File: src/rtl/chx_pkg.sv
package chx_pkg;
    localparam int DATA_W    = 16;
    localparam int BYTE_W    = 8;
    localparam int HDR_WORDS = 8;
    localparam int IDX_W     = $clog2(HDR_WORDS + 1);

    typedef logic [DATA_W-1:0] word_t;

    // Decoded view of the captured header words
    typedef struct packed {
        logic [BYTE_W-1:0] opcode;
        logic [BYTE_W-1:0] mbz;
        logic [3:0]        fwd;
        logic [11:0]       size;
        word_t             dst_addr;
        word_t             dst_index;
        word_t             src_addr;
        word_t             src_index;
        word_t             pkt_number;
        word_t             ack_number;
    } hdr_t;

    typedef enum logic {
        SEQ_IDLE   = 1'b0,
        SEQ_ACTIVE = 1'b1
    } seq_state_e;

    // Ones-complement add: carry out of the top bit folds back in
    function automatic word_t oc_add(input word_t a, input word_t b);
        logic [DATA_W:0] s;
        s = {1'b0, a} + {1'b0, b};
        return s[DATA_W-1:0] + word_t'(s[DATA_W]);
    endfunction

    function automatic hdr_t decode_hdr(input logic [HDR_WORDS-1:0][DATA_W-1:0] w);
        hdr_t h;
        h.opcode     = w[0][DATA_W-1 -: BYTE_W];
        h.mbz        = w[0][BYTE_W-1:0];
        h.fwd        = w[1][15:12];
        h.size       = w[1][11:0];
        h.dst_addr   = w[2];
        h.dst_index  = w[3];
        h.src_addr   = w[4];
        h.src_index  = w[5];
        h.pkt_number = w[6];
        h.ack_number = w[7];
        return h;
    endfunction
endpackage

File: src/rtl/chx_seq.sv
module chx_seq
    import chx_pkg::*;
(
    input  logic             clk,
    input  logic             rst,
    input  logic             in_valid,
    input  logic             in_start,
    input  logic             in_last,
    output logic             accept,
    output logic             first,
    output logic             final_w,
    output logic [IDX_W-1:0] idx,
    output logic             short_pkt
);
    seq_state_e       state_q;
    logic [IDX_W-1:0] idx_q;

    assign accept    = in_valid && (in_start || state_q == SEQ_ACTIVE);
    assign first     = accept && in_start;
    assign final_w   = accept && in_last;
    assign idx       = in_start ? '0 : idx_q;
    assign short_pkt = idx < IDX_W'(HDR_WORDS - 1);

    always_ff @(posedge clk) begin
        if (rst) begin
            state_q <= SEQ_IDLE;
            idx_q   <= '0;
        end else if (accept) begin
            state_q <= in_last ? SEQ_IDLE : SEQ_ACTIVE;
            idx_q   <= (idx == IDX_W'(HDR_WORDS)) ? idx : idx + 1'b1;
        end
    end


    stray_ignored_chk: assert property (@(posedge clk) disable iff (rst)
        (in_valid && !in_start && state_q == SEQ_IDLE) |=> $stable(idx_q));


    idx_bound_chk: assert property (@(posedge clk) disable iff (rst)
        idx_q <= IDX_W'(HDR_WORDS));


    restart_idx_chk: assert property (@(posedge clk) disable iff (rst)
        (in_valid && in_start && !in_last) |=> (idx_q == IDX_W'(1)));
endmodule

File: src/rtl/chx_field_cap.sv
module chx_field_cap
    import chx_pkg::*;
(
    input  logic                              clk,
    input  logic                              rst,
    input  logic                              accept,
    input  logic                              first,
    input  logic [IDX_W-1:0]                  idx,
    input  word_t                             word,
    output logic [HDR_WORDS-1:0][DATA_W-1:0]  hw
);
    for (genvar k = 0; k < HDR_WORDS; k++) begin : g_slot
        always_ff @(posedge clk) begin
            if (rst) begin
                hw[k] <= '0;
            end else if (accept && idx == IDX_W'(k)) begin
                hw[k] <= word;
            end else if (first) begin
                hw[k] <= '0;
            end
        end
    end


    start_clears_chk: assert property (@(posedge clk) disable iff (rst)
        first |=> (hw[HDR_WORDS-1] == '0 && hw[1] == '0));


    hold_idle_chk: assert property (@(posedge clk) disable iff (rst)
        !accept |=> $stable(hw));
endmodule

File: src/rtl/chx_csum_acc.sv
module chx_csum_acc
    import chx_pkg::*;
(
    input  logic  clk,
    input  logic  rst,
    input  logic  accept,
    input  logic  first,
    input  word_t word,
    output word_t sum_next
);
    word_t acc_q;

    assign sum_next = oc_add(first ? '0 : acc_q, word);

    always_ff @(posedge clk) begin
        if (rst)         acc_q <= '0;
        else if (accept) acc_q <= sum_next;
    end


    seed_chk: assert property (@(posedge clk) disable iff (rst)
        first |=> (acc_q == $past(word)));
endmodule

File: src/rtl/chx_verdict.sv
module chx_verdict
    import chx_pkg::*;
(
    input  logic  clk,
    input  logic  rst,
    input  logic  first,
    input  logic  final_w,
    input  logic  short_pkt,
    input  logic  mbz_nz,
    input  word_t sum_next,
    output logic  done,
    output logic  bad,
    output logic  err
);
    always_ff @(posedge clk) begin
        if (rst) begin
            done <= 1'b0;
            bad  <= 1'b0;
            err  <= 1'b0;
        end else begin
            done <= final_w;
            if (final_w) begin
                bad <= mbz_nz || short_pkt;
                err <= (~sum_next) != '0;
            end else if (first) begin
                bad <= 1'b0;
                err <= 1'b0;
            end
        end
    end


    done_cause_chk: assert property (@(posedge clk) disable iff (rst)
        done |-> $past(final_w));


    flags_clear_chk: assert property (@(posedge clk) disable iff (rst)
        (first && !final_w) |=> (!bad && !err && !done));


    short_bad_chk: assert property (@(posedge clk) disable iff (rst)
        (final_w && short_pkt) |=> bad);
endmodule

File: src/rtl/chaos_hdr_check.sv
module chaos_hdr_check
    import chx_pkg::*;
(
    input  logic        clk,
    input  logic        rst,
    input  logic        in_valid,
    input  logic        in_start,
    input  logic        in_last,
    input  logic [15:0] in_word,
    output logic [7:0]  opcode,
    output logic [3:0]  fwd_count,
    output logic [11:0] pkt_size,
    output logic [15:0] dst_addr,
    output logic [15:0] dst_index,
    output logic [15:0] src_addr,
    output logic [15:0] src_index,
    output logic [15:0] pkt_number,
    output logic [15:0] ack_number,
    output logic        pkt_done,
    output logic        bad_pkt,
    output logic        csum_err
);
    logic                             accept, first, final_w, short_pkt, mbz_nz;
    logic [IDX_W-1:0]                 idx;
    logic [HDR_WORDS-1:0][DATA_W-1:0] hw;
    word_t                            sum_next;
    hdr_t                             hdr;

    chx_seq u_seq (
        .clk(clk), .rst(rst), .in_valid(in_valid), .in_start(in_start),
        .in_last(in_last), .accept(accept), .first(first), .final_w(final_w),
        .idx(idx), .short_pkt(short_pkt)
    );

    chx_field_cap u_cap (
        .clk(clk), .rst(rst), .accept(accept), .first(first), .idx(idx),
        .word(in_word), .hw(hw)
    );

    chx_csum_acc u_acc (
        .clk(clk), .rst(rst), .accept(accept), .first(first), .word(in_word),
        .sum_next(sum_next)
    );

    assign hdr    = decode_hdr(hw);
    assign mbz_nz = first ? (in_word[BYTE_W-1:0] != '0) : (hdr.mbz != '0);

    chx_verdict u_verdict (
        .clk(clk), .rst(rst), .first(first), .final_w(final_w),
        .short_pkt(short_pkt), .mbz_nz(mbz_nz), .sum_next(sum_next),
        .done(pkt_done), .bad(bad_pkt), .err(csum_err)
    );

    assign opcode     = hdr.opcode;
    assign fwd_count  = hdr.fwd;
    assign pkt_size   = hdr.size;
    assign dst_addr   = hdr.dst_addr;
    assign dst_index  = hdr.dst_index;
    assign src_addr   = hdr.src_addr;
    assign src_index  = hdr.src_index;
    assign pkt_number = hdr.pkt_number;
    assign ack_number = hdr.ack_number;


    mbz_flag_chk: assert property (@(posedge clk) disable iff (rst)
        (in_valid && in_start && in_last && in_word[7:0] != 8'h00) |=> bad_pkt);


    one_word_done_chk: assert property (@(posedge clk) disable iff (rst)
        (in_valid && in_start && in_last) |=> pkt_done);
endmodule

File: config.mk
export PLATFORM = sky130hd
export DESIGN_NAME = chaos_hdr_check
export DESIGN_NICKNAME = d
export VERILOG_FILES = /design/src/rtl/chx_pkg.sv /design/src/rtl/chx_seq.sv /design/src/rtl/chx_field_cap.sv /design/src/rtl/chx_csum_acc.sv /design/src/rtl/chx_verdict.sv /design/src/rtl/chaos_hdr_check.sv
export SDC_FILE = /design/constraint.sdc
export NUM_CORES = 1
export LEC_CHECK = 0
export BUFFER_PORTS_ARGS = -buffer_cell sky130_fd_sc_hd__buf_2
export CORE_MARGIN = 2
export CORE_UTILIZATION = 30
export DETAILED_ROUTE_END_ITERATION = 8
export SYNTH_ARGS = -nofsm -noshare
export SYNTH_HDL_FRONTEND = slang
export SYNTH_SLANG_ARGS = --single-unit
export TNS_END_PERCENT = 100
File: constraint.sdc
create_clock -name clk -period 16.45 [get_ports clk]
set_clock_uncertainty 0.2 [all_clocks]
set_input_delay 2.4675 -clock clk [delete_from_list [all_inputs] [get_ports clk]]
set_output_delay 2.4675 -clock clk [all_outputs]
set_load 0.02 [all_outputs]
Word-level counts from Yosys, hierarchy flattened
Cells that the tools add are included.
{"block": "totals", "word_cells": 70, "rom_bits": 0, "ram_bits": 0, "regBits": 152, "in_bits": 21, "mem_count": 0, "latchBits": 0}
{"block": "op_classes", "n_reduce_logical": 26, "mul": 0, "bitwise_logic": 1, "shift": 0, "div": 0, "mux": 17, "addsub": 3, "n_lt_le_gt_ge": 1, "n_eq_ne": 8}
{"cell": "16-bit 2-to-1 mux", "n": 10}
{"cell": "2-bit nonzero test", "n": 9}
{"cell": "16-bit by 16-bit adder with 17-bit output", "n": 1}
{"cell": "16-bit by 1-bit adder with 16-bit output", "n": 1}
{"cell": "4-bit by 3-bit equality test with 1-bit output, second input constant", "n": 4}
{"cell": "16-bit inverter", "n": 1}
{"cell": "16-bit nonzero test", "n": 1}
{"cell": "8-bit nonzero test", "n": 2}
{"cell": "1-bit logical AND", "n": 11}
{"cell": "4-bit by 2-bit equality test with 1-bit output, second input constant", "n": 2}
{"cell": "4-bit 2-to-1 mux", "n": 2}
{"cell": "1-bit 2-to-1 mux", "n": 5}
{"cell": "4-bit by 1-bit adder with 4-bit output, second input constant", "n": 1}
{"cell": "4-bit by 1-bit equality test with 1-bit output, second input constant", "n": 1}
{"cell": "4-bit equality test, second input constant", "n": 1}
{"cell": "4-bit logical NOT", "n": 1}
{"cell": "4-bit by 3-bit less-than comparator with 1-bit output, second input constant", "n": 1}
{"cell": "1-bit logical OR", "n": 2}

Logic depth before layout (Yosys ltp)
Gate-level depths: netlist (run 1).
{"block": "logic_depth", "ltp_word": 9, "mapped_depth": 24}

Modules after synthesis
A second synthesis (run 1) with hierarchy kept.
{"block": "hier_totals", "cells_unflattened": 747, "hier_area_um2": 7004.2}
{"module": "chx_field_cap", "cells_per_inst": 454, "seq_area_each_um2": 2562.5, "area_per_inst_um2": 4664.5, "instances": 1}
{"module": "chx_csum_acc", "cells_per_inst": 236, "seq_area_each_um2": 320.3, "area_per_inst_um2": 1864.3, "instances": 1}
{"module": "chx_seq", "cells_per_inst": 36, "seq_area_each_um2": 100.1, "area_per_inst_um2": 294.0, "instances": 1}
{"module": "chx_verdict", "cells_per_inst": 14, "seq_area_each_um2": 60.1, "area_per_inst_um2": 138.9, "instances": 1}
{"module": "chaos_hdr_check", "cells_per_inst": 7, "seq_area_each_um2": 0.0, "area_per_inst_um2": 42.5, "instances": 1}

Worst setup path after synthesis (run 1)
Ideal clock, no wire load.
{"block": "synth_timing", "kind": "in2reg", "startpoint": "input port in_start", "endpoint": "register u_verdict.err", "arrival_ns": 6.669, "required_ns": 16.164, "setup_time_ns": 0.086, "slack_ns": 9.495, "path_stages": 23, "path_cell_list": "clkbuf_1 -> nand2_1 -> clkbuf_1 -> clkbuf_1 -> and2_1 -> ha_1 -> o211ai_1 -> o21ai_2 -> a22oi_1 -> a21boi_1 -> o31a_1 -> a21o_1 -> a21o_1 -> ha_1 -> ha_1 -> nand2_1 -> nor3_1 -> nand4_1 -> a21oi_1 -> nand3_1 -> or4_4 -> and4_4 -> a211oi_1"}
{"block": "synth_between", "elab_chain_len": 9, "word_cells_on_any_way": 11, "classes_between": "2 x add/sub; 2 x mux; 1 x bitwise; 6 x reduce/logical"}
{"item": "start: declaration", "line": "chaos_hdr_check.sv:7", "text": "input logic in_start,"}
{"item": "1-bit logical OR", "line": "chx_seq.sv:18", "text": "assign accept = in_valid && (in_start || state_q == SEQ_ACTIVE);"}
{"item": "1-bit logical AND", "line": "chx_seq.sv:18"}
{"item": "1-bit logical AND", "line": "chx_seq.sv:19", "text": "assign first = accept && in_start;"}
{"item": "16-bit 2-to-1 mux", "line": "chx_csum_acc.sv:13", "text": "assign sum_next = oc_add(first ? '0 : acc_q, word);"}
{"item": "16-bit by 16-bit adder with 17-bit output", "line": "chx_pkg.sv:31", "text": "s = {1'b0, a} + {1'b0, b};"}
{"item": "16-bit by 1-bit adder with 16-bit output", "line": "chx_pkg.sv:32", "text": "return s[DATA_W-1:0] + word_t'(s[DATA_W]);"}
{"item": "16-bit inverter", "line": "chx_verdict.sv:24", "text": "err <= (~sum_next) != '0;"}
{"item": "16-bit nonzero test", "line": "chx_verdict.sv:24"}
{"item": "1-bit 2-to-1 mux", "line": "chx_verdict.sv:22", "text": "if (final_w) begin"}
{"item": "end signal: assignment", "line": "chx_verdict.sv:19", "text": "err <= 1'b0;"}
{"item": "end signal: assignment", "line": "chx_verdict.sv:24"}
{"item": "end signal: assignment", "line": "chx_verdict.sv:27", "text": "err <= 1'b0;"}
{"item": "end: declaration", "line": "chx_verdict.sv:13", "text": "output logic err"}
Several ways; a longest one is shown, not always the timed one.
A chain may end at the register's enable or synchronous reset.

Worst setup path in the final report (run 1)
Same ends and word-level chain as after synthesis.

==> results, run 1 <==
- The ratio of routed vias to standard cells is 5.02.
- Measured against its own limit, the worst slew margin works out to 0.233.
- For this design the top-level I/O count stands at 144.
- For the worst setup path, the data required time is between 15000 and 20000 ps.
- The via count of the first global-routing pass is 5930.
- The slowest library cell on the worst path is sky130_fd_sc_hd__nand2_4.
- The layout net count is 1010.
- The startpoint identified for the worst register-to-register timing path is u_acc.acc_q[0].
- The post-synthesis instance total is 1001.
- The floorplan step defined a die boundary enclosing 0.0275 mm2.
- The area of all placed cells without fillers is 0.00830 mm2.
- Tracing the worst setup path back leads to its startpoint at in_start.
- The highest ir drop seen on vdd is 0.0000660 V.
- The element type at the critical path end is a flip-flop.
- Of the cells placed in the final design, the portion with a size suffix greater than 1 is 0.192.
- In the layout the commonest cells are sky130_fd_sc_hd__nand2_1, sky130_fd_sc_hd__dfxtp_1, sky130_fd_sc_hd__a21oi_1.
- Of the total power, combinational logic draws 0.122.
- The setup-violating endpoint count in the final report is 0.
- The number of endpoints with negative hold slack in the final report was 0.
- Setup total negative slack on the finished layout was measured at 0 ps.
- After synthesis the netlist holds a flip-flop and latch count of ~150.
- The mapped cell area is roughly 0.0078 mm2.
- Of all nets on the critical path, the largest fanout is 77.
- The adder and majority cell fraction of the synthesized area is 0.0376.
- The cell taking the most area after synthesis is sky130_fd_sc_hd__dfxtp_1.
- Routability-driven placement finished with a final weighted congestion of 0.865.
- For this run, the slowest stage of the critical path takes about 470 ps.
- Setup repair after global routing left no endpoint under its margin.
- The distinct cell type count after synthesis is 58.
- The number of nets in the synthesized netlist is 1045.
- The number of cells upsized or downsized after cts is 0.
- TritonCTS built the clock tree.
- The first routing iteration left 724 violations.
- The initial antenna violation count was 0.
- Clock tree synthesis inserted a total of 17 buffers.
- The switching power total is 0.000247 W.
- The cell seen most often among critical-path stages is sky130_fd_sc_hd__ha_1.
- Dividing the synthesized area by the synthesized cell count gives 7.84 um2.
- The slack of the worst reg-to-reg path is 11870 ps.
- The sequential share of the synthesized area is 0.388.
- The clock network power share is 0.444.
- STA classifies the critical path startpoint as an input pin.
- The depth of the most critical reg-to-reg path is 20.
- The number of diodes is 0.
- The internal power contribution is 0.000626 W.
- The tree built by TritonCTS fans out to 152 sinks.
- After legalization and detailed placement, the total HPWL measured 15100 um.
- For this design the static power due to leakage is 3.27 nW.
- The number of setup buffers added after CTS is 0.
- The flow ran to the end, and the final reports show no timing, DRC or antenna violations.
- On the final layout, the worst hold slack is 249 ps.
- The initial utilization of the core area, before any placement, comes to 0.304.
- After filler insertion, the fill cell instance count of the layout stands at 2782.
- The number of max-slew violations in the final report is 0.
- The signal on the critical path passes through buf_2 -> nand2_4 -> and2_1 -> ha_1 -> o211ai_1 -> o21ai_2 -> a22oi_1 -> a21boi_1 -> o31a_1 -> a21o_1 -> a21o_1 -> ha_1 -> ha_1 -> nand2_1 -> nor3_1 -> nand4_1 -> a21oi_1 -> nand3_1 -> or4_4 -> and4_4 -> a211oi_1.
- The maximum achievable frequency is about 140 MHz.
- The post-synthesis share of cell area spent on xor and xnor gates is 0.0234.
- The fraction of registers with async set/reset is 0.
- Measured along the x axis, the die boundary spans ~170 um.
- The H-tree was split into 4 levels.
- The mux contribution to synthesized area is 0.00271.
- The area overhead of the layout relative to synthesis is 5.85%.
- Of the available clock period, the critical path in the final layout requires 0.440.
- Wires add up to approximately 24000 um.
- Clock tree synthesis selected as its root buffer the cell sky130_fd_sc_hd__clkbuf_16.
- The clock latency reported for the late side of the worst-skew pair is 420 ps.
- The count of unresolved DRC violations after routing is 0.
- The share of total power dissipated in sequential elements is 0.434.
- The number of port buffers is about 140.
- The number of buffers added to fix hold violations after cts is 0.
- The final route contains ~6600 vias.
- In the final routed layout, each cell accounts on average for 18.1 um.
- The longest clock path from root to sink contains 2 buffers.
- The maximum number of pins on one net before global-route repair is 82.
- In this run the power density over the cells is 105 mW/mm2.
- The floorplan step defined a core boundary enclosing between 0.02 and 0.03 mm2.
- The clock slew at the register clock pins of the worst setup and hold paths is 60 ps.
- After synthesis, the largest family of logic cells by area is simple AND/OR/NAND/NOR gates.
- The transition time at the pin with the least slew margin is 1140 ps.
- For this run, the number of Yosys warnings is 0.
- The category of the most critical setup path is input pin to flip-flop.
- The first detailed-routing pass ran for 5 iterations.
- The first-pass GRT wire length is around 36000 um.
- The critical path capture point is u_verdict.err.
- At the worst endpoint, the arrival time is 7370 ps.
- The synthesized-area fraction occupied by ao, oa, aoi and oai cells is 0.148.
- The total global routing track utilization is 0.168.
- In the synthesized netlist the dominant register cell turns out to be sky130_fd_sc_hd__dfxtp_1.
- Summing all placed instances gives a cell area of roughly 0.0077 mm2.
- The share of synthesized area in the top cell type comes to 0.388.
- The worst flop-to-flop path endpoint is u_verdict.err.
- Sorting the synthesized cells by area gives the leading types as sky130_fd_sc_hd__dfxtp_1, sky130_fd_sc_hd__buf_4, sky130_fd_sc_hd__a21oi_1.
- The simple-gate area share of the yosys netlist is 0.236.
- The post-detailed-route count of antenna-violating nets is 0.
- The floorplan has 59 rows.
- The minimum period implied by the final worst setup slack is 7240 ps.
- Measured along the y axis, the die boundary spans 166 um.
- The number of max-cap violations is 0.
- Leaving out fill and tap cells, the most frequent cell in the layout is sky130_fd_sc_hd__nand2_1.
- The remaining global-route overflow is 0.
- The number of enable flip-flop cells after synthesis is 0.
- Of the total power, the share spent switching nets is 0.283.
- The class of the most critical hold timing path is flip-flop to flip-flop.
[cells in the mapped netlist (3+ instances only)]
cell type / n
sky130_fd_sc_hd__nor3b_1: 4
sky130_fd_sc_hd__nand2_1: 164
sky130_fd_sc_hd__buf_6: 3
sky130_fd_sc_hd__nand4_1: 5
sky130_fd_sc_hd__nand3_1: 138
sky130_fd_sc_hd__buf_1: 7
sky130_fd_sc_hd__nor3_1: 5
sky130_fd_sc_hd__nand3b_1: 3
sky130_fd_sc_hd__and2_1: 24
sky130_fd_sc_hd__a21o_1: 6
sky130_fd_sc_hd__ha_1: 22
sky130_fd_sc_hd__nor2_1: 29
sky130_fd_sc_hd__xor2_1: 11
sky130_fd_sc_hd__or3_1: 3
sky130_fd_sc_hd__xnor2_1: 10
sky130_fd_sc_hd__dfxtp_1: 152
sky130_fd_sc_hd__o21ai_0: 7
sky130_fd_sc_hd__nor2b_1: 3
sky130_fd_sc_hd__a21oi_1: 151
sky130_fd_sc_hd__nand2b_1: 3
sky130_fd_sc_hd__clkbuf_1: 53
sky130_fd_sc_hd__a211oi_1: 14
sky130_fd_sc_hd__nor4_1: 3
sky130_fd_sc_hd__buf_4: 135
sky130_fd_sc_hd__inv_1: 3
[state kept, by name (all words and copies together) (netlist names)]
signal          cells
u_verdict.done      1
u_acc.acc_q        16
u_seq.idx_q         4
u_verdict.err       1
u_cap.hw          128
u_verdict.bad       1
u_seq.state_q       1
[worst max-delay path: cells and delay by family]
family          cells  cell delay [ps]
simple gates        8             2190
buf+inv             1              210
fa+ha+maj           3              760
compound gates      9             1710
[power by group through the flow]
stage / Combinational [W] / Sequential [W] / Clock, W
finish: 0.000107 / 0.000378 / 0.000388
global placement: 0.000106 / 0.000387 / 0
global route: 0.000117 / 0.000379 / 0.000412
floorplan: 0.0000810 / 0.000386 / 0
CTS: 0.000106 / 0.000378 / 0.000396
detailed placement: 0.000106 / 0.000387 / 0
[logic make-up (layout without fill, tap and decap cells)]
| group | after synthesis | after routing |
|---|---|---|
| AOI/OAI and AO/OA | 204 | 204 |
| and+or+nand+nor | 397 | 397 |
| buffers and inverters | 202 | 180 |
| adders and majority gates | 23 | 23 |
| DFF | 152 | 152 |
| xor gates and xnor gates | 21 | 21 |
| muxes | 2 | 2 |
[metal layers]
metal	track usage	vias up	part of all wire
met3	0.0440	28	0.062
met5	0	-	0
met1	0.222	3152	0.45
li1	-	3220	-
met4	0.0563	0	0.023
met2	0.266	202	0.46
[how the worst min path moves through the flow]
stage | to | cells past startpoint | slack, ps | from
detailed placement | u_acc.acc_q[7] | 2 | 240 | u_acc.acc_q[7]
finish | u_acc.acc_q[7] | 2 | 250 | u_acc.acc_q[7]
global route | u_acc.acc_q[7] | 2 | 270 | u_acc.acc_q[7]
global placement | u_acc.acc_q[2] | 2 | 240 | u_acc.acc_q[2]
CTS | u_acc.acc_q[7] | 2 | 250 | u_acc.acc_q[7]
floorplan | u_acc.acc_q[5] | 2 | 230 | u_acc.acc_q[5]
[final cells by class]
class,count,area (um2),area share
Inverter,3,11.3,0.00136
Multi-Input combinational cell,647,3520,0.424
Clock buffer,19,443,0.0533
Timing Repair Buffer,145,733,0.0883
Sequential cell,152,3040,0.366
Clock inverter,13,134,0.0161
Tap cell,335,419,0.0505
[metrics by stage]
| stage | util | cells | total power, W | worst slack (ps) |
|---|---|---|---|---|
| detailed placement | 0.299 | 1282 | 0.000493 | 8770 |
| finish | 0.321 | 1314 | 0.000873 | 9210 |
| CTS | 0.321 | 1314 | 0.000881 | 9230 |
| global placement | 0.299 | 1282 | 0.000492 | 8840 |
| global route | 0.321 | 1314 | 0.000908 | 8610 |
| floorplan | - | 1001 | 0.000467 | 9500 |
No activity file was read; power rests on OpenSTA's default activity.
==> run 2, diff against run 1 <==
==> constraint.sdc (replaced) <==
create_clock -name clk -period 6.3 [get_ports clk]
set_clock_uncertainty 0.2 [all_clocks]
set_input_delay 0.945 -clock clk [delete_from_list [all_inputs] [get_ports clk]]
set_output_delay 0.945 -clock clk [all_outputs]
set_load 0.02 [all_outputs]
==> results, run 2 (synthesis results as in run 1) <==
- The post-DP HPWL is 15000 um (-0.28%).
- The logic depth of the worst path, buffers included is 21 (unchanged).
- The count of buffer and inverter cells on the critical path is 1 (unchanged).
- The number of cells upsized or downsized after cts is 0 (unchanged).
- The post-route fraction of the period consumed by the critical path is 0.865.
- TritonCTS built the clock tree.
- The placer congestion estimate is 0.852 (-1.6%).
- The maximum level of the CTS H-tree is 4 (unchanged).
- The power density relative to cell area was 276 mW/mm2 (+160%).
- The largest registers in the layout are u_cap.hw (128), u_acc.acc_q (16), u_seq.idx_q (4).
- The number of port buffers is 143 (unchanged).
- The setup-violating endpoint count in the final report is 0 (unchanged).
- The setup fix buffers added after clock tree synthesis was 0 (unchanged).
- The number of search-and-repair iterations in the first detailed-routing pass is 4 (-1).
- The run finished with clean final reports.
- The number of top-level pins is 144 (unchanged).
- The cell seen most often among critical-path stages is sky130_fd_sc_hd__ha_1.
- The number of cells on the worst hold path is 2 (unchanged).
- The count of unresolved DRC violations after routing is 0 (unchanged).
- The number of flip-flops under the largest register name is 128 (unchanged).
- The initial antenna violation count was 1 (+1).
- The first-pass GRT wire length is 36600 um (+2.1%).
- Timing would allow up to 184 MHz.
- The clock slew at the register clock pins of the worst setup and hold paths is 70 ps (about the same).
- The required time of the critical path is 6440 ps (-10140 ps).
- The root buffer cell chosen for the clock tree is sky130_fd_sc_hd__clkbuf_16.
- The deepest clock path buffer count was 2 (unchanged).
- The floorplan die area came to 0.0275 mm2 (unchanged).
- The violation count after the first detailed-routing iteration came to 694 (-4.1%).
- The clock sink count is 152 (unchanged).
- The biggest cell delay along the critical path came to 450 ps (-20 ps).
- The maximum number of pins on one net before global-route repair is 95 (+16%).
- The layout net count is 1012 (+0.20%).
- The number of endpoints with negative hold slack in the final report is 0 (unchanged).
- The depth of the most critical reg-to-reg path is 20 (unchanged).
- The worst slew margin relative to its limit is 0.253 (+0.0194).
- By startpoint and endpoint, the worst setup path is classified as input pin to flip-flop.
- The register ranked first by flip-flop count is u_cap.hw.
- The total clock buffers created by CTS is 17 (unchanged).
- The worst setup path is launched from an input pin.
- The clock latency reported for the late side of the worst-skew pair is 430 ps (about the same).
- The total global routing track utilization is 0.172 (+0.00414).
- The highest ir drop seen on vdd is 0.000162 V (+140%).
- The post-detailed-route count of antenna-violating nets is 0 (unchanged).
- Among all stages on the critical path, the largest delay is contributed by sky130_fd_sc_hd__or4_4.
- The remaining global-route overflow is 0 (unchanged).
- Traced cell by cell, the critical path runs through buf_2 -> nand2_4 -> and2_1 -> ha_1 -> and2_2 -> nor3b_1 -> a22oi_1 -> a21boi_1 -> o31a_1 -> a21o_1 -> a21o_1 -> ha_1 -> ha_1 -> nand2_1 -> nor3_1 -> nand4_1 -> a21oi_1 -> nand3_1 -> or4_4 -> and4_4 -> a211oi_1.
- The most frequent standard cell in the layout excluding fill and tap cells is sky130_fd_sc_hd__nand2_1.
- The via count of the first global-routing pass is 6046 (+2.0%).
- The aggregate negative setup slack came to 0 ps (unchanged).
- The cell row count is 59 (unchanged).
- Setup repair after global routing left no endpoint under its margin.
- The floorplan die height came to 166 um (unchanged).
- The number of buffers added to fix hold violations after cts came to 0 (unchanged).
- The class of the most critical hold timing path is flip-flop to flip-flop.
- Grouping stages by cell kind, the critical path spends the most delay in simple AND/OR/NAND/NOR gates.
- The transition time at the pin with the least slew margin is 1120 ps (-20.3 ps).
- STA classifies the critical path endpoint as a flip-flop.
- The floorplan core area is 0.0258 mm2 (unchanged).
- The initial cell density of the core was 0.304 (unchanged).
- The leakage power of the design is 3.28 nW (+0.12%).
- The maximum fanout along the worst path was 34 (-56%).
- The number of diodes is 0 (unchanged).
- The total routed wirelength was 24000 um (+0.69%).
- The ratio of routed vias to standard cells is 4.97 (-1.2%).
- The number of max-slew violations in the final report is 0 (unchanged).
- Subtracting the final worst setup slack from the clock period gives 5450 ps.
- The number of max-cap violations came to 0 (unchanged).
- The critical path arrival is 5590 ps (-1780 ps).
- The detailed-route via count is 6530 (-1.1%).
- The share of layout cells above drive strength 1 is 0.191 (-0.00122).
- The area overhead of the layout relative to synthesis is 5.96%.
- The final routed wire length divided by cell count is 18.2 um (+0.61%).
- The overall die width is 166 um (unchanged).
- The final-layout worst hold slack is 255 ps (+5.96 ps).
- In the layout the commonest cells are sky130_fd_sc_hd__nand2_1, sky130_fd_sc_hd__dfxtp_1, sky130_fd_sc_hd__a21oi_1.
## run 2: changes by cell type in the layout (fill, tap and decap cells not counted), moves of 2 or more
cell | before | now
sky130_fd_sc_hd__inv_6 | 4 | 2
sky130_fd_sc_hd__inv_8 | 2 | 0
sky130_fd_sc_hd__buf_4 | 3 | 5
sky130_fd_sc_hd__clkbuf_1 | 1 | 3
## run 2: worst paths after layout
check | startpoint | to | slack, ps
setup / recovery | in_start | u_verdict.err | 850
hold / removal | u_acc.acc_q[2] | u_acc.acc_q[2] | 260
setup reg to reg | u_acc.acc_q[0] | u_verdict.err | 1680
hold reg to reg | u_acc.acc_q[2] | u_acc.acc_q[2] | 260
## run 2: worst min-delay path: cells and delay by family, from the launching register on
family             cells  cell delay (ps)
AOI/OAI and AO/OA      1               50
DFF                    1              310
and+or+nand+nor        1               50
## run 2: layout make-up
class / instances / area, um2
fill: 2771 / 17500
timing repair buffer: 147 / 748
clock buffer: 21 / 450
clock inverter: 10 / 120
tap: 335 / 419
inverter: 3 / 11.3
sequential: 152 / 3040
multi-input combinational: 647 / 3520
## run 2: report_power, final
| part | switching (W) | internal (W) |
|---|---|---|
| Clock | 0.000429 | 0.000594 |
| Combinational | 0.000192 | 0.0000897 |
| Sequential | 0.00000905 | 0.000979 |
| Total | 0.000630 | 0.00166 |
## run 2: per-layer routing
layer,wire length (um),global-route usage,share of wire
met5,0,0,0
met4,588,0.0567,0.025
met3,1390,0.0382,0.058
met2,11000,0.275,0.46
met1,11000,0.230,0.46
## run 2: through the flow
step           setup WS [ps]  utilization  instance area (um2)  instances  total power, W
2_1_floorplan            868            -                 7850       1001         0.00122
3_3_place_gp             617        0.300                 7740       1284         0.00129
3_5_place_dp             476        0.300                 7740       1284         0.00129
4_1_cts                  875        0.322                 8310       1315         0.00231
5_1_grt                  444        0.322                 8310       1315         0.00238
6_report                 852        0.322                 8310       1315         0.00229
==> run 3, diff against run 2 <==
--- a/config.mk
+++ b/config.mk
@@ -6,9 +6,10 @@
 export NUM_CORES = 1
 export LEC_CHECK = 0
 export BUFFER_PORTS_ARGS = -buffer_cell sky130_fd_sc_hd__buf_2
-export CORE_MARGIN = 2
+export CORE_MARGIN = 10
 export CORE_UTILIZATION = 30
 export DETAILED_ROUTE_END_ITERATION = 8
+export GPL_TIMING_DRIVEN = 1
 export SYNTH_ARGS = -nofsm -noshare
 export SYNTH_HDL_FRONTEND = slang
 export SYNTH_SLANG_ARGS = --single-unit
==> results, run 3 (synthesis results as in run 1) <==
- Setup repair after global routing left no endpoint under its margin.
- The maximum fanout along the worst path came to 33 (-2.9%).
- The register with the most flip-flops in the final layout is u_cap.hw.
- The area of all placed cells without fillers is 0.00836 mm2 (+0.56%).
- The post-detailed-route count of antenna-violating nets is 0 (unchanged).
- The initial cell density of the core is 0.303 (-0.000865).
- The aggregate negative setup slack is 0 ps (unchanged).
- The maximum achievable frequency is 183 MHz (-0.31%).
- The total routed wirelength is 25200 um (+5.1%).
- The violation count after the first detailed-routing iteration is 618 (-11%).
- The number of top-level pins was 144 (unchanged).
- The startpoint class of the critical path is an input pin.
- The maximum level of the CTS H-tree is 4 (unchanged).
- The post-DP HPWL came to 16200 um (+8.2%).
- The slack of the worst reg-to-reg path is 1600 ps (-80 ps).
- The clock slew at the register clock pins of the worst setup and hold paths is 70 ps (about the same).
- The floorplan core area came to 0.0259 mm2 (+0.29%).
- The path class of the tightest hold or removal check is flip-flop to flip-flop.
- The switching share of power is 0.272 (-0.00285).
- The non-filler instance count after layout came to 1315 (unchanged).
- The floorplan die area was 0.0330 mm2 (+20%).
- The number of flip-flops under the largest register name is 128 (unchanged).
- The setup fix buffers added after clock tree synthesis is 0 (unchanged).
- The area overhead of the layout relative to synthesis is 6.56%.
- The cell row count came to 59 (unchanged).
- The clock sink count is 152 (unchanged).
- The remaining global-route overflow is 0 (unchanged).
- The number of endpoints with negative hold slack in the final report was 0 (unchanged).
- The placer congestion estimate was 0.853 (+0.13%).
- The depth of the most critical reg-to-reg path was 20 (unchanged).
- The category of the most critical setup path is input pin to flip-flop.
- The via count of the first global-routing pass is 6337 (+4.8%).
- The count of unresolved DRC violations after routing was 0 (unchanged).
- The logic gate share of total power is 0.120 (-0.003).
- The required time of the critical path is 6430 ps (about the same).
- The portion of total power attributed to sequential cells is 0.418 (-0.013).
- The first-pass GRT wire length is 38500 um (+5.3%).
- The run finished with clean final reports.
- The number of max-cap violations is 0 (unchanged).
- The critical path arrival is 5600 ps (about the same).
- The power density relative to cell area is 283 mW/mm2 (+2.4%).
- The sequential cell area came to 0.00304 mm2 (unchanged).
- The post-detailed-placement cell area is 0.00774 mm2 (unchanged).
- The maximum number of pins on one net before global-route repair is 81 (-15%).
- The internal power contribution is 0.00172 W (+3.4%).
- The detailed-route via count is 6579 (+0.75%).
- The ratio of routed vias to standard cells is 5.00 (+0.75%).
- The cell sitting at the root of the clock tree is a sky130_fd_sc_hd__clkbuf_16.
- The clock network power share is 0.462 (+0.016).
- The layout net count is 1012 (unchanged).
- The cell seen most often among critical-path stages is sky130_fd_sc_hd__ha_1.
- TritonCTS built the clock tree.
- The number of buffers added to fix hold violations after cts came to 0 (unchanged).
- The number of max-slew violations in the final report is 0 (unchanged).
- The total clock buffers created by CTS was 17 (unchanged).
- The number of diodes is 0 (unchanged).
- The area occupied by multi-input gates came to 0.00352 mm2 (unchanged).
- The critical path goes through buf_2 -> nand2_4 -> and2_1 -> ha_1 -> o211ai_1 -> o21ai_2 -> a22oi_1 -> a21boi_1 -> o31a_1 -> a21o_1 -> a21o_1 -> ha_1 -> ha_1 -> nand2_1 -> nor3_1 -> nand4_1 -> a21oi_1 -> nand3_1 -> or4_4 -> and4_4 -> a211oi_1.
- The slowest stage of the critical path is the sky130_fd_sc_hd__or4_4 cell.
- The worst slew margin relative to its limit was 0.243 (-0.00965).
- The number of search-and-repair iterations in the first detailed-routing pass is 5 (+1).
- The highest ir drop seen on vdd is 0.000165 V (+2.2%).
- The initial antenna violation count is 1 (unchanged).
- In the final layout, the registers with the most flip-flops are u_cap.hw (128), u_acc.acc_q (16), u_seq.idx_q (4).
- The worst setup path is captured at a flip-flop.
- The deepest clock path buffer count came to 2 (unchanged).
- The biggest cell delay along the critical path is 450 ps (about the same).
- The share of layout cells above drive strength 1 is 0.193 (+0.00204).
- The library cell used most frequently in the layout, excluding fill and tap cells, is sky130_fd_sc_hd__nand2_1.
- The switching power total is 0.000642 W (+1.9%).
- The number of cells on the worst hold path is 2 (unchanged).
- Leaving out fill and tap cells, the most frequent cells in the layout are sky130_fd_sc_hd__nand2_1, sky130_fd_sc_hd__dfxtp_1, sky130_fd_sc_hd__a21oi_1.
- The setup-violating endpoint count in the final report was 0 (unchanged).
- The transition time at the pin with the least slew margin is 1140 ps (+14.5 ps).
- The total instance count after detailed placement is 1284 (unchanged).
- The post-route fraction of the period consumed by the critical path came to 0.867 (+0.00270).
- The final routed wire length divided by cell count is 19.1 um (+5.1%).
- The leakage power of the design came to 3.30 nW (+0.66%).
- The total power is 0.00236 W (+3.0%).
- The clock latency reported for the late side of the worst-skew pair is 430 ps (about the same).
- The minimum period implied by the final worst setup slack came to 5460 ps (+17.0 ps).
- The floorplan die height is 182 um (+9.7%).
- The overall die width came to 182 um (+9.7%).
- The filler cell count in the final layout is 2731 (-1.4%).
- The number of port buffers came to 143 (unchanged).
- The number of cells upsized or downsized after cts is 0 (unchanged).
- The total global routing track utilization is 0.148 (-0.0245).
run 3: worst max-delay path: cells and delay by family:
kind | cells | cell delay (ps)
compound gates | 9 | 1710
buf+inv | 1 | 210
simple gates | 8 | 1960
fa+ha+maj | 3 | 750
run 3: final cells by class:
class	instances	share of cell area
Clock buffer	20	0.0546
Clock inverter	11	0.0192
Inverter	3	0.00135
Multi-Input combinational cell	647	0.421
Sequential cell	152	0.364
Tap cell	335	0.0501
Timing Repair Buffer	147	0.0895
run 3: final timing paths:
check                                    start        endpoint
worst max-delay path                  in_start   u_verdict.err
worst min-delay path            u_acc.acc_q[2]  u_acc.acc_q[2]
worst max register to register  u_acc.acc_q[0]   u_verdict.err
worst min register to register  u_acc.acc_q[2]  u_acc.acc_q[2]
run 3: power groups by stage:
stage	clock network (W)	logic (W)	registers, W
finish	0.00109	0.000284	0.000988
global route	0.00115	0.000313	0.000990
CTS	0.00111	0.000283	0.000988
detailed placement	0	0.000282	0.00101
floorplan	0	0.000211	0.00101
global placement	0	0.000280	0.00101
run 3: routing by layer:
| layer | GRT usage | wire length, um |
|---|---|---|
| met5 | 0 | 0 |
| met4 | 0.0569 | 718 |
| met3 | 0.0348 | 1750 |
| met2 | 0.229 | 11500 |
| met1 | 0.193 | 11200 |
run 3: through the flow:
step,utilization,setup slack [ps],hold WS [ps]
2_1_floorplan,-,868,227
3_3_place_gp,0.299,662,242
3_5_place_dp,0.299,458,243
4_1_cts,0.323,900,253
5_1_grt,0.323,442,273
6_report,0.323,835,252
